File: src/rtl/xcvr_pkg.sv
`timescale 1ns/1ps
// Package: shared direction encoding for the dual-path transceiver.
// Assumes exactly two directions; the index selects the enable polarity.
package xcvr_pkg;

    typedef enum logic {
        DIR_AB = 1'b0,
        DIR_BA = 1'b1
    } xcvr_dir_e;

    localparam int NUM_DIRS = 2;

    // Enable polarity per direction: the B-to-A side is active low.
    function automatic bit dir_enable_low(input int dir);
        return (dir == int'(DIR_BA));
    endfunction

endpackage

File: src/rtl/xcvr_rise_detect.sv
`timescale 1ns/1ps
// Module: xcvr_rise_detect
// Turns a level sampled on clk into a one-cycle rising-edge flag.
// Assumes the level is already synchronous to clk. RST_LEVEL sets the
// remembered level after reset; 1 means a level held high through
// reset is not taken as an edge.
module xcvr_rise_detect #(
    parameter bit RST_LEVEL = 1'b1
) (
    input  logic clk,
    input  logic rst_n,
    input  logic level,
    output logic rise
);

    logic level_q;

    // Remember the level seen at the previous clock edge.
    always_ff @(posedge clk) begin
        if (!rst_n) begin
            level_q <= RST_LEVEL;
        end else begin
            level_q <= level;
        end
    end

    assign rise = level & ~level_q;

endmodule

File: src/rtl/xcvr_path_store.sv
`timescale 1ns/1ps
// Module: xcvr_path_store
// One storage stage that is either an open latch or an edge-loaded register.
// While open, the output is the live input and the register follows it,
// so closing the latch leaves the last open value behind. While closed,
// the register loads only on a rising strobe edge.
// Assumes the strobe is sampled on clk.
module xcvr_path_store #(
    parameter int W = 18
) (
    input  logic         clk,
    input  logic         rst_n,
    input  logic         open_i,
    input  logic         strobe,
    input  logic [W-1:0] din,
    output logic [W-1:0] dout
);

    logic         strobe_rise;
    logic         load;
    logic [W-1:0] held;

    xcvr_rise_detect #(
        .RST_LEVEL (1'b1)
    ) u_rise (
        .clk   (clk),
        .rst_n (rst_n),
        .level (strobe),
        .rise  (strobe_rise)
    );

    // Load while open (tracking) or on a strobe edge while closed.
    assign load = open_i | strobe_rise;

    // Hold register: cleared by reset, loaded on demand.
    always_ff @(posedge clk) begin
        if (!rst_n) begin
            held <= '0;
        end else if (load) begin
            held <= din;
        end
    end

    // Open stage passes the live input; closed stage shows the register.
    always_comb begin
        if (open_i) begin
            dout = din;
        end else begin
            dout = held;
        end
    end

endmodule

File: src/rtl/xcvr_drive_gate.sv
`timescale 1ns/1ps
// Module: xcvr_drive_gate
// Gates stored data onto a bus driver with a selectable enable polarity.
// Assumes the downstream pad uses drive as its output enable; data is
// forced to zero while not driving, so no stale value leaks out.
module xcvr_drive_gate #(
    parameter int W          = 18,
    parameter bit ACTIVE_LOW = 1'b0
) (
    input  logic         en_pin,
    input  logic [W-1:0] din,
    output logic         drive,
    output logic [W-1:0] dout
);

    // Pick the enable polarity at elaboration.
    generate
        if (ACTIVE_LOW) begin : g_low
            assign drive = ~en_pin;
        end else begin : g_high
            assign drive = en_pin;
        end
    endgenerate

    // Zero the data vector whenever the driver is off.
    assign dout = drive ? din : '0;

endmodule

File: src/rtl/dual_path_xcvr.sv
`timescale 1ns/1ps
// Module: dual_path_xcvr
// Two independent, non-inverting storage paths between side A and side B,
// each with its own open, strobe and enable controls. The A-to-B enable is
// active high and the B-to-A enable is active low. Outputs are split into a
// data vector and a drive enable per bus, so there are no internal
// three-state nets. Assumes all controls are synchronous to clk.
module dual_path_xcvr
    import xcvr_pkg::*;
#(
    parameter int XW = 18
) (
    input  logic          clk,
    input  logic          rst_n,
    input  logic [XW-1:0] a_in,
    input  logic [XW-1:0] b_in,
    input  logic          ab_open,
    input  logic          ba_open,
    input  logic          ab_strobe,
    input  logic          ba_strobe,
    input  logic          ab_en,
    input  logic          ba_en_n,
    output logic [XW-1:0] b_data,
    output logic          b_drive,
    output logic [XW-1:0] a_data,
    output logic          a_drive
);

    logic [XW-1:0] src    [NUM_DIRS];
    logic          opn    [NUM_DIRS];
    logic          stb    [NUM_DIRS];
    logic          enp    [NUM_DIRS];
    logic [XW-1:0] stored [NUM_DIRS];
    logic [XW-1:0] gated  [NUM_DIRS];
    logic          drv    [NUM_DIRS];

    // Gather each direction's inputs into arrays indexed by direction.
    assign src[DIR_AB] = a_in;
    assign src[DIR_BA] = b_in;
    assign opn[DIR_AB] = ab_open;
    assign opn[DIR_BA] = ba_open;
    assign stb[DIR_AB] = ab_strobe;
    assign stb[DIR_BA] = ba_strobe;
    assign enp[DIR_AB] = ab_en;
    assign enp[DIR_BA] = ba_en_n;

    // One storage stage and one drive gate per direction.
    generate
        for (genvar d = 0; d < NUM_DIRS; d++) begin : g_dir
            xcvr_path_store #(
                .W (XW)
            ) u_store (
                .clk    (clk),
                .rst_n  (rst_n),
                .open_i (opn[d]),
                .strobe (stb[d]),
                .din    (src[d]),
                .dout   (stored[d])
            );

            xcvr_drive_gate #(
                .W          (XW),
                .ACTIVE_LOW (dir_enable_low(d))
            ) u_gate (
                .en_pin (enp[d]),
                .din    (stored[d]),
                .drive  (drv[d]),
                .dout   (gated[d])
            );
        end
    endgenerate

    // A-to-B stage drives side B, B-to-A stage drives side A.
    assign b_data  = gated[DIR_AB];
    assign b_drive = drv[DIR_AB];
    assign a_data  = gated[DIR_BA];
    assign a_drive = drv[DIR_BA];

endmodule

File: config.mk
export PLATFORM = sky130hd
export DESIGN_NAME = dual_path_xcvr
export DESIGN_NICKNAME = d
export VERILOG_FILES = /design/src/rtl/xcvr_pkg.sv /design/src/rtl/xcvr_rise_detect.sv /design/src/rtl/xcvr_path_store.sv /design/src/rtl/xcvr_drive_gate.sv /design/src/rtl/dual_path_xcvr.sv
export SDC_FILE = /design/constraint.sdc
export NUM_CORES = 1
export LEC_CHECK = 0
export BUFFER_PORTS_ARGS = -buffer_cell sky130_fd_sc_hd__buf_4
export CAP_MARGIN = 15
export CORE_MARGIN = 3
export CORE_UTILIZATION = 44
export CTS_CLUSTER_SIZE = 40
export DETAILED_ROUTE_END_ITERATION = 16
export GPL_TIMING_DRIVEN = 0
export PLACE_DENSITY = 0.76
export SKIP_LAST_GASP = 1
export SLEW_MARGIN = 40
export SYNTH_ARGS = -nofsm -noshare
export SYNTH_HDL_FRONTEND = slang
export SYNTH_SLANG_ARGS = --single-unit
File: constraint.sdc
create_clock -name clk -period 1.15 [get_ports clk]
set_clock_uncertainty 0.15 [all_clocks]
set_input_delay 0.0575 -clock clk [delete_from_list [all_inputs] [get_ports clk]]
set_output_delay 0.0575 -clock clk [all_outputs]
set_load 0.05 [all_outputs]
-- Yosys cells after proc, flatten, opt, wreduce, memory -nomap -nowiden
Index checks and enable logic that the tools add are counted.
- flip-flop bits (word level): 38
- output and inout bits: 38
- muxes and demuxes: 4
- bitwise operators: 7
- operators by type and width (kind ; count):
    18-bit 2-to-1 mux ; 4
    1-bit inverter ; 3
    1-bit AND ; 2
    1-bit bitwise OR ; 2

-- Depth between registers and ports, before layout
Gate-level depths: netlist (run 1).
- depth after elaboration: 3
- mapped depth: 5
- mapped depth without buffers: 3

-- By module
From an unflattened synthesis (run 1), not the netlist that was laid out.
- cells, all modules: 252
- area, all modules: 2324.7 µm²
- by module, submodules not included (module ; times used ; cells each ; area each (µm²)):
    xcvr_path_store ; 2 ; 103 ; 980.9
    xcvr_drive_gate (g_dir[0].u_gate) ; 1 ; 20 ; 148.9
    xcvr_drive_gate (g_dir[1].u_gate) ; 1 ; 20 ; 133.9
    xcvr_rise_detect ; 2 ; 3 ; 40.0

-- Worst setup path after synthesis (run 1)
No wires, ideal clock.
- path type: input port to output port
- start point: in ab_open
- end point: out b_data[10]
- arrival time: 1193 ps
- data required time: 942 ps
- setup slack: -251 ps
- cell stages on the path: 4
- path buffers: 2
- path through: buf_6 > buf_4 > mux2i_1 > nor2b_1
- longest elaborated chain between the ends: 2
- RTL lines (what ; line ; RTL):
    start, declared ; dual_path_xcvr.sv:17 ; input logic ab_open,
    18-bit 2-to-1 mux ; xcvr_path_store.sv:46 ; if (open_i) begin
    18-bit 2-to-1 mux ; xcvr_drive_gate.sv:26 ; assign dout = drive ? din : '0;
    end, declared ; dual_path_xcvr.sv:23 ; output logic [XW-1:0] b_data,
No other way between the ends.

-- Final worst setup path (run 1)
- start point: reg g_dir[1].u_store.held[14]
- end point: out a_data[14]
- longest elaborated chain between the ends: 2
- RTL lines (what ; line ; RTL):
    start, declared ; xcvr_path_store.sv:21 ; logic [W-1:0] held;
    start signal, assigned ; xcvr_path_store.sv:40 ; held <= din;
    18-bit 2-to-1 mux ; xcvr_path_store.sv:46 ;
    18-bit 2-to-1 mux ; xcvr_drive_gate.sv:26 ;
    end, declared ; dual_path_xcvr.sv:25 ; output logic [XW-1:0] a_data,
No other way between the ends.

==> results by group, run 1 <==
Synth
  – Largest cells by area after synthesis: dfxtp_1 36%, mux2i_1 34%, nand2_1 13%, nor2b_1 5.3%, nor2_1 3.2%
  – Synthesized area per cell: 8.70 um2
  – Post-synthesis cell type count: 14
  – Syn Inst Count: 245
  – Post-synth EDFFs: 0
  – Async set-reset flop share out of synthesis: 0%
  – Synthesis-stage register bit count: 38
  – Synth cell count leaders: 72 x mux2i_1, 72 x nand2_1, 38 x dfxtp_1
  – Synth Flop Type: dfxtp_1
  – Seq/Total Area, Yosys: 35.7%
  – Cell taking the most area after synthesis: dfxtp_1
  – Synth top area share: 35.7%
  – Synthesized Nets: 289
  – Yosys warnings: 0
  – Post-Syn Area: 2130 um2

Status
  – Failing checks: setup timing
  – Status: finished with violations

STA
  – Fmax achieved: 779 MHz
  – Final setup viols: 62
  – Hold Vio Cnt, Final: 0
  – Worst slew pin tran: 0.469 ns
  – Tcrit/Tclk final: 112%
  – Worst Setup Slack, final: -0.134 ns
  – Tmin final: 1.28 ns
  – RSZ-0062 raised after global routing: true
  – Fin Setup TNS: -3.02 ns
  – Max-Slew Margin vs Limit: 68.7%
  – Slew Limit Fails: 0

Global route
  – Remaining global-route overflow: 0
  – Busiest layer in global routing: met2
  – Grt met1 use: 26.4%
  – GRT Total Usage: 22.4%
  – Largest net degree at the start of global routing: 12
  – Met2 Use GR: 40.0%
  – Global-route wire length before repair: 9770 um
  – Initial antenna violation count: 0
  – Met3 Usage GRT: 5.80%
  – Vias in the first global route: 2142

Clocking
  – Clock sinks: 38
  – Clock transition at the registers of the reported paths: 0.07 ns
  – CTS H-tree lvls: 2
  – Max Buffers Root-to-Sink: 2
  – Num CTS Buffers: 5
  – Root Buffer Master: clkbuf_8
  – Clock latency on the worst-skew pair: 0.29 ns
  – CTS tree: done

Final layout
  – Design area: 3830 um2
  – Fillcell total: 244
  – Nets: 424
  – N_diodes: 0
  – Post-layout util: 84.9%
  – Layout Area Growth over Synthesis: 79.6%
  – Share of cells above drive strength 1: 49.3%
  – Non-filler cells, final: 433

Worst setup path
  – WP data arrival: 1.08 ns
  – Crit Path Class: reg2out
  – Crit path max fanout: 2
  – Crit Reg-Reg Endpoint: g_dir[0].u_store.held[13]
  – Endpoint class of the critical path: output pin
  – Worst Reg-to-Reg Cells: 5
  – Worst Setup Start Kind: flip-flop
  – Required time worst endpoint: 0.94 ns
  – FF-to-FF Start: g_dir[0].u_store.u_rise.level_q
  – Register-to-register path setup slack: -0.08 ns

Pwr
  – VDD IR-drop max: 0.000804 V
  – P_int: 2580 uW
  – Seq pwr share: 38.7%
  – NetSw: 1240 uW
  – Clock share of power: 25.1%
  – Sw frac: 32.6%
  – Leakage: 0.00178 uW
  – Pwr dens: 999 nW/um2
  – Gate power share: 36.2%

Floorplanning
  – # IOs: 82
  – Die Area: 5710 um2
  – Core footprint: 4500 um2
  – Row count: 24
  – Initial Util: 47.3%
  – Die Span Y: 75.6 um
  – Die width: 75.6 um

Place
  – Port Buffers: 77
  – HPWL Detailed: 3700 um
  – GP Congestion: 0.757
  – Placed cell count: 374
  – Worst slack at placement: -0.128 ns
  – Area post-placement: 2880 um2

Detailed routing
  – Routed Antenna Nets: 0
  – Drt pass-1 iters: 4
  – # DRC: 0
  – Via density: 5.06
  – Iter 0 DRT Violations: 110
  – Via Count: 2190
  – Final wirelength: 6810 um
  – WL/cell: 15.7 um

Run
  – Max-Cap Viols: 0

Min path
  – Worst min-delay path endpoint: g_dir[0].u_store.held[12]
  – Hold Crit Class: in2reg
  – Hold Crit Start: rst_n
  – Hold Path Stages: 3
[kinds of logic (layout without fill, tap and decap cells)]
family	after synthesis	in the layout	share of synthesized area (%)
AO/OA/AOI/OAI	2	2	0.822
AND/OR/NAND/NOR	110	110	21.7
flip-flops	38	38	35.7
buffers and inverters	23	159	7.93
multiplexers	72	72	33.8
[worst max-delay path by stage]
stage	endpoint	depth (start not counted)	start
after floorplan	a_data[5]	4	ba_open
after global routing	a_data[16]	3	g_dir[1].u_store.held[16]
after CTS	b_data[14]	3	g_dir[0].u_store.held[14]
after detailed placement	a_data[8]	4	ba_en_n
final	a_data[14]	3	g_dir[1].u_store.held[14]
after global placement	a_data[8]	4	ba_en_n
[worst max-delay path, stage by stage (launching register included)]
cell	delay (ns)
dfxtp_2	0.33
mux2i_1	0.07
nor2_1	0.19
buf_6	0.20
[placed cells by master (no fill, tap or decap), types with 4 or more instances in the layout]
| master | netlist | final |
|---|---|---|
| nor2_1 | 18 | 13 |
| mux2i_4 | 0 | 7 |
| nand2_1 | 72 | 72 |
| clkbuf_8 | 0 | 6 |
| nor2_2 | 0 | 5 |
| dfxtp_1 | 38 | 6 |
| nor2b_2 | 0 | 9 |
| buf_6 | 4 | 42 |
| dlygate4sd3_1 | 0 | 39 |
| buf_4 | 3 | 49 |
| mux2i_2 | 0 | 10 |
| nor2b_4 | 0 | 9 |
| dfxtp_2 | 0 | 32 |
| mux2i_1 | 72 | 55 |
| buf_12 | 2 | 4 |
| buf_2 | 7 | 8 |
[registers in the layout (all words and copies together) (netlist names)]
register / cells
g_dir.u_store.held: 36
g_dir.u_store.u_rise.level_q: 2
[area by class of cell]
type                    count  area (um2)  area share, %
plain buffers              20         164           4.28
clock buffers               7        86.3           2.26
clock inverters             1        5.00          0.131
inverters                   3        11.3          0.294
multi-input cells         184        1430           37.3
flip-flops and latches     38         801           20.9
well taps                  52        65.1           1.70
repair buffers            128        1260           33.1
[timing repair]
| item | in CTS | in global routing |
|---|---|---|
| resized for setup | 59 | 40 |
| setup buffers | 4 | 6 |
| gates cloned | 0 | 2 |
| setup endpoints to repair | 57 | 70 |
| pin swaps | 2 | 11 |
| endpoints found under the hold margin | 38 | 0 |
| hold buffers | 39 | 0 |
[per-stage QoR]
step                      hold slack [ns]  power (uW)
after floorplan                   0.00897        2200
final                              0.0607        3820
after global placement              0.112        2510
after detailed placement            0.118        2530
after global routing               0.0866        3990
after CTS                          0.0375        3670
[power by group through the flow]
stage / logic [uW] / clock network [uW] / registers [uW]
after floorplan: 734 / 0 / 1470
after global placement: 1040 / 0 / 1480
after detailed placement: 1050 / 0 / 1480
after CTS: 1250 / 962 / 1460
after global routing: 1460 / 1040 / 1490
final: 1380 / 961 / 1480
[layer usage]
| metal | vias up | share of wire (%) |
|---|---|---|
| met3 | 9 | 5.8 |
| li1 | 1065 | - |
| met4 | 0 | 1.2 |
| met5 | - | 0 |
| met1 | 1047 | 40 |
| met2 | 69 | 53 |
Power figures use the tool's default switching activity.
==> run 2, diff against run 1 <==
--- a/config.mk
+++ b/config.mk
@@ -8,11 +8,12 @@
 export BUFFER_PORTS_ARGS = -buffer_cell sky130_fd_sc_hd__buf_4
 export CAP_MARGIN = 15
 export CORE_MARGIN = 3
-export CORE_UTILIZATION = 44
+export CORE_UTILIZATION = 46
+export CTS_BUF_LIST = sky130_fd_sc_hd__clkbuf_8
 export CTS_CLUSTER_SIZE = 40
 export DETAILED_ROUTE_END_ITERATION = 16
 export GPL_TIMING_DRIVEN = 0
-export PLACE_DENSITY = 0.76
+export PLACE_DENSITY = 0.79
 export SKIP_LAST_GASP = 1
 export SLEW_MARGIN = 40
 export SYNTH_ARGS = -nofsm -noshare
==> run 2 against run 1 <==
The run still ends with setup timing left. Cell count grew 1.6%. Sequential share of layout area is essentially flat. Flip-flop and latch count is the same. Cell area grew 1.1%. Sequential power is essentially flat. Global-route usage grew 1.8 points. First-iteration DRC count shrank 32%. Routed wire length grew 10%. Worst setup slack lost 0.045 ns. Clock power shrank 9.7%. Via count grew 6.1%. Combinational power grew 3%.
==> results by group, run 2 (synthesis gave the netlist of run 1 again) <==
Place
  – Area post-placement: 2880 um2
  – Port Buffers: 77
  – GP Congestion: 0.700
  – HPWL Detailed: 3850 um

Final layout
  – Nets: 432
  – Design area: 3870 um2
  – Layout Area Growth over Synthesis: 81.6%
  – Biggest register: g_dir.u_store.held
  – N_diodes: 0
  – Largest register FFs: 36
  – Biggest regs: g_dir.u_store.held (36), g_dir.u_store.u_rise.level_q (2)
  – Commonest cells after routing, fill and taps aside: 72 x nand2_1, 58 x mux2i_1, 55 x buf_4, 41 x buf_6, 39 x dlygate4sd3_1
  – Most common cell after layout, fill and taps aside: nand2_1
  – Fillcell total: 209
  – Share of cells above drive strength 1: 51.3%

Global route
  – Vias in the first global route: 2306
  – GRT Total Usage: 24.2%
  – Largest net degree at the start of global routing: 11
  – Global-route wire length before repair: 10400 um
  – Initial antenna violation count: 0
  – Remaining global-route overflow: 0

Worst setup path
  – Required time worst endpoint: 0.94 ns
  – Endpoint class of the critical path: output pin
  – Crit Path Class: reg2out
  – Crit path cell chain: mux2i_1 > nor2_1 > buf_6
  – Crit-path slowest cell: dfxtp_2
  – Family with the most delay on the worst path: flip-flops
  – Worst Setup Start Kind: flip-flop
  – Crit path max fanout: 2
  – CP max stage delay: 0.34 ns
  – Worst Path Buf+Inv: 1
  – WP data arrival: 1.12 ns

STA
  – RSZ-0062 raised after global routing: true
  – Worst Setup Slack, final: -0.178 ns
  – Max-Slew Margin vs Limit: 70.2%
  – Fmax achieved: 753 MHz
  – Tmin final: 1.33 ns
  – Tcrit/Tclk final: 116%
  – Final setup viols: 69
  – Worst slew pin tran: 0.446 ns
  – Slew Limit Fails: 0
  – Hold Vio Cnt, Final: 0

Floorplanning
  – Initial Util: 48.3%
  – Row count: 24
  – # IOs: 82
  – Die Span Y: 74.1 um
  – Die Area: 5480 um2
  – Core footprint: 4410 um2
  – Die width: 74.1 um

Clocking
  – Clock transition at the registers of the reported paths: 0.08 ns
  – CTS tree: done
  – Num CTS Buffers: 5
  – Max Buffers Root-to-Sink: 2
  – Clock sinks: 38
  – Clock latency on the worst-skew pair: 0.29 ns
  – CTS H-tree lvls: 2
  – Root Buffer Master: clkbuf_8

Pwr
  – Gate power share: 37.6%
  – P_int: 2520 uW
  – Seq pwr share: 39.4%
  – Leakage: 0.00183 uW
  – NetSw: 1250 uW
  – Tot Pwr: 3770 uW
  – Pwr dens: 975 nW/um2
  – Clock share of power: 23.0%
  – VDD IR-drop max: 0.000840 V
  – Sw frac: 33.3%

Status
  – Failing checks: setup timing
  – Status: finished with violations

Min path
  – Hold Crit Class: in2reg

Detailed routing
  – Routed Antenna Nets: 0
  – Iter 0 DRT Violations: 75
  – # DRC: 0
  – Via Count: 2323
  – Via density: 5.28
  – WL/cell: 17.1 um
  – Drt pass-1 iters: 4
  – Final wirelength: 7520 um

Run
  – Max-Cap Viols: 0
run 2: cell count changes in the layout (fill, tap and decap cells not counted), sizes merged:
cell,delta
inv,+2
clkbuf,-2
clkinv,-1
buf,+8
run 2: area by class of cell:
class	count	area (um2)	area share [%]
Multi-Input combinational cell	184	1400	36.2
Timing Repair Buffer	136	1340	34.7
Sequential cell	38	808	20.9
Buffer	20	164	4.24
Clock buffer	5	68.8	1.78
Tap cell	52	65.1	1.68
Inverter	3	11.3	0.291
Clock inverter	2	7.51	0.194
run 2: worst paths after layout:
check	slack, ns	startpoint	to	cells past startpoint
worst min register to register	0.31	g_dir[0].u_store.held[4]	g_dir[0].u_store.held[4]	2
worst max-delay path	-0.18	g_dir[1].u_store.held[1]	a_data[1]	3
worst min-delay path	0.04	rst_n	g_dir[1].u_store.held[17]	3
worst max register to register	-0.10	g_dir[0].u_store.u_rise.level_q	g_dir[0].u_store.held[8]	5
run 2: tightest hold or removal path, delay by kind of cell:
family	cells	cell delay (ns)
AND/OR/NAND/NOR	1	0.12
multiplexers	1	0.06
buffers and inverters	1	0.21
run 2: repair_timing:
| item | 4_1_cts | 5_1_grt |
|---|---|---|
| endpoints found under the hold margin | 38 | 0 |
| pin swaps | 6 | 16 |
| buffers inserted | 8 | 10 |
| gates resized for setup | 64 | 42 |
| cloned | 0 | 2 |
| hold buffers | 39 | 0 |
| endpoints found under the setup margin | 57 | 72 |
run 2: metrics by stage:
step | std cells | hold slack [ns] | setup slack (ns) | setup TNS (ns) | util, %
5_1_grt | 440 | 0.0759 | -0.199 | -6.74 | 87.6
2_1_floorplan | 245 | 0.00897 | -0.199 | -1.56 | -
3_5_place_dp | 374 | 0.115 | -0.109 | -2.70 | 65.2
6_report | 440 | 0.0450 | -0.178 | -3.74 | 87.6
4_1_cts | 428 | 0.0374 | -0.0865 | -2.33 | 82.0
3_3_place_gp | 374 | 0.113 | -0.0973 | -2.01 | 65.2
run 2: routing by layer:
layer | track usage (%) | vias to the layer above | part of all wire [%] | wire [um]
li1 | - | 1082 | - | -
met1 | 26.8 | 1141 | 37 | 2780
met2 | 46.1 | 75 | 54 | 4100
met3 | 5.95 | 25 | 5.6 | 420
met4 | 5.84 | 0 | 3.0 | 227
met5 | 0 | - | 0 | 0
run 2: power by group through the flow:
stage	registers (uW)	clock network, uW	logic (uW)
6_report	1490	868	1420
5_1_grt	1490	913	1490
4_1_cts	1460	855	1270
3_5_place_dp	1480	0	1050
3_3_place_gp	1480	0	1030
2_1_floorplan	1470	0	734
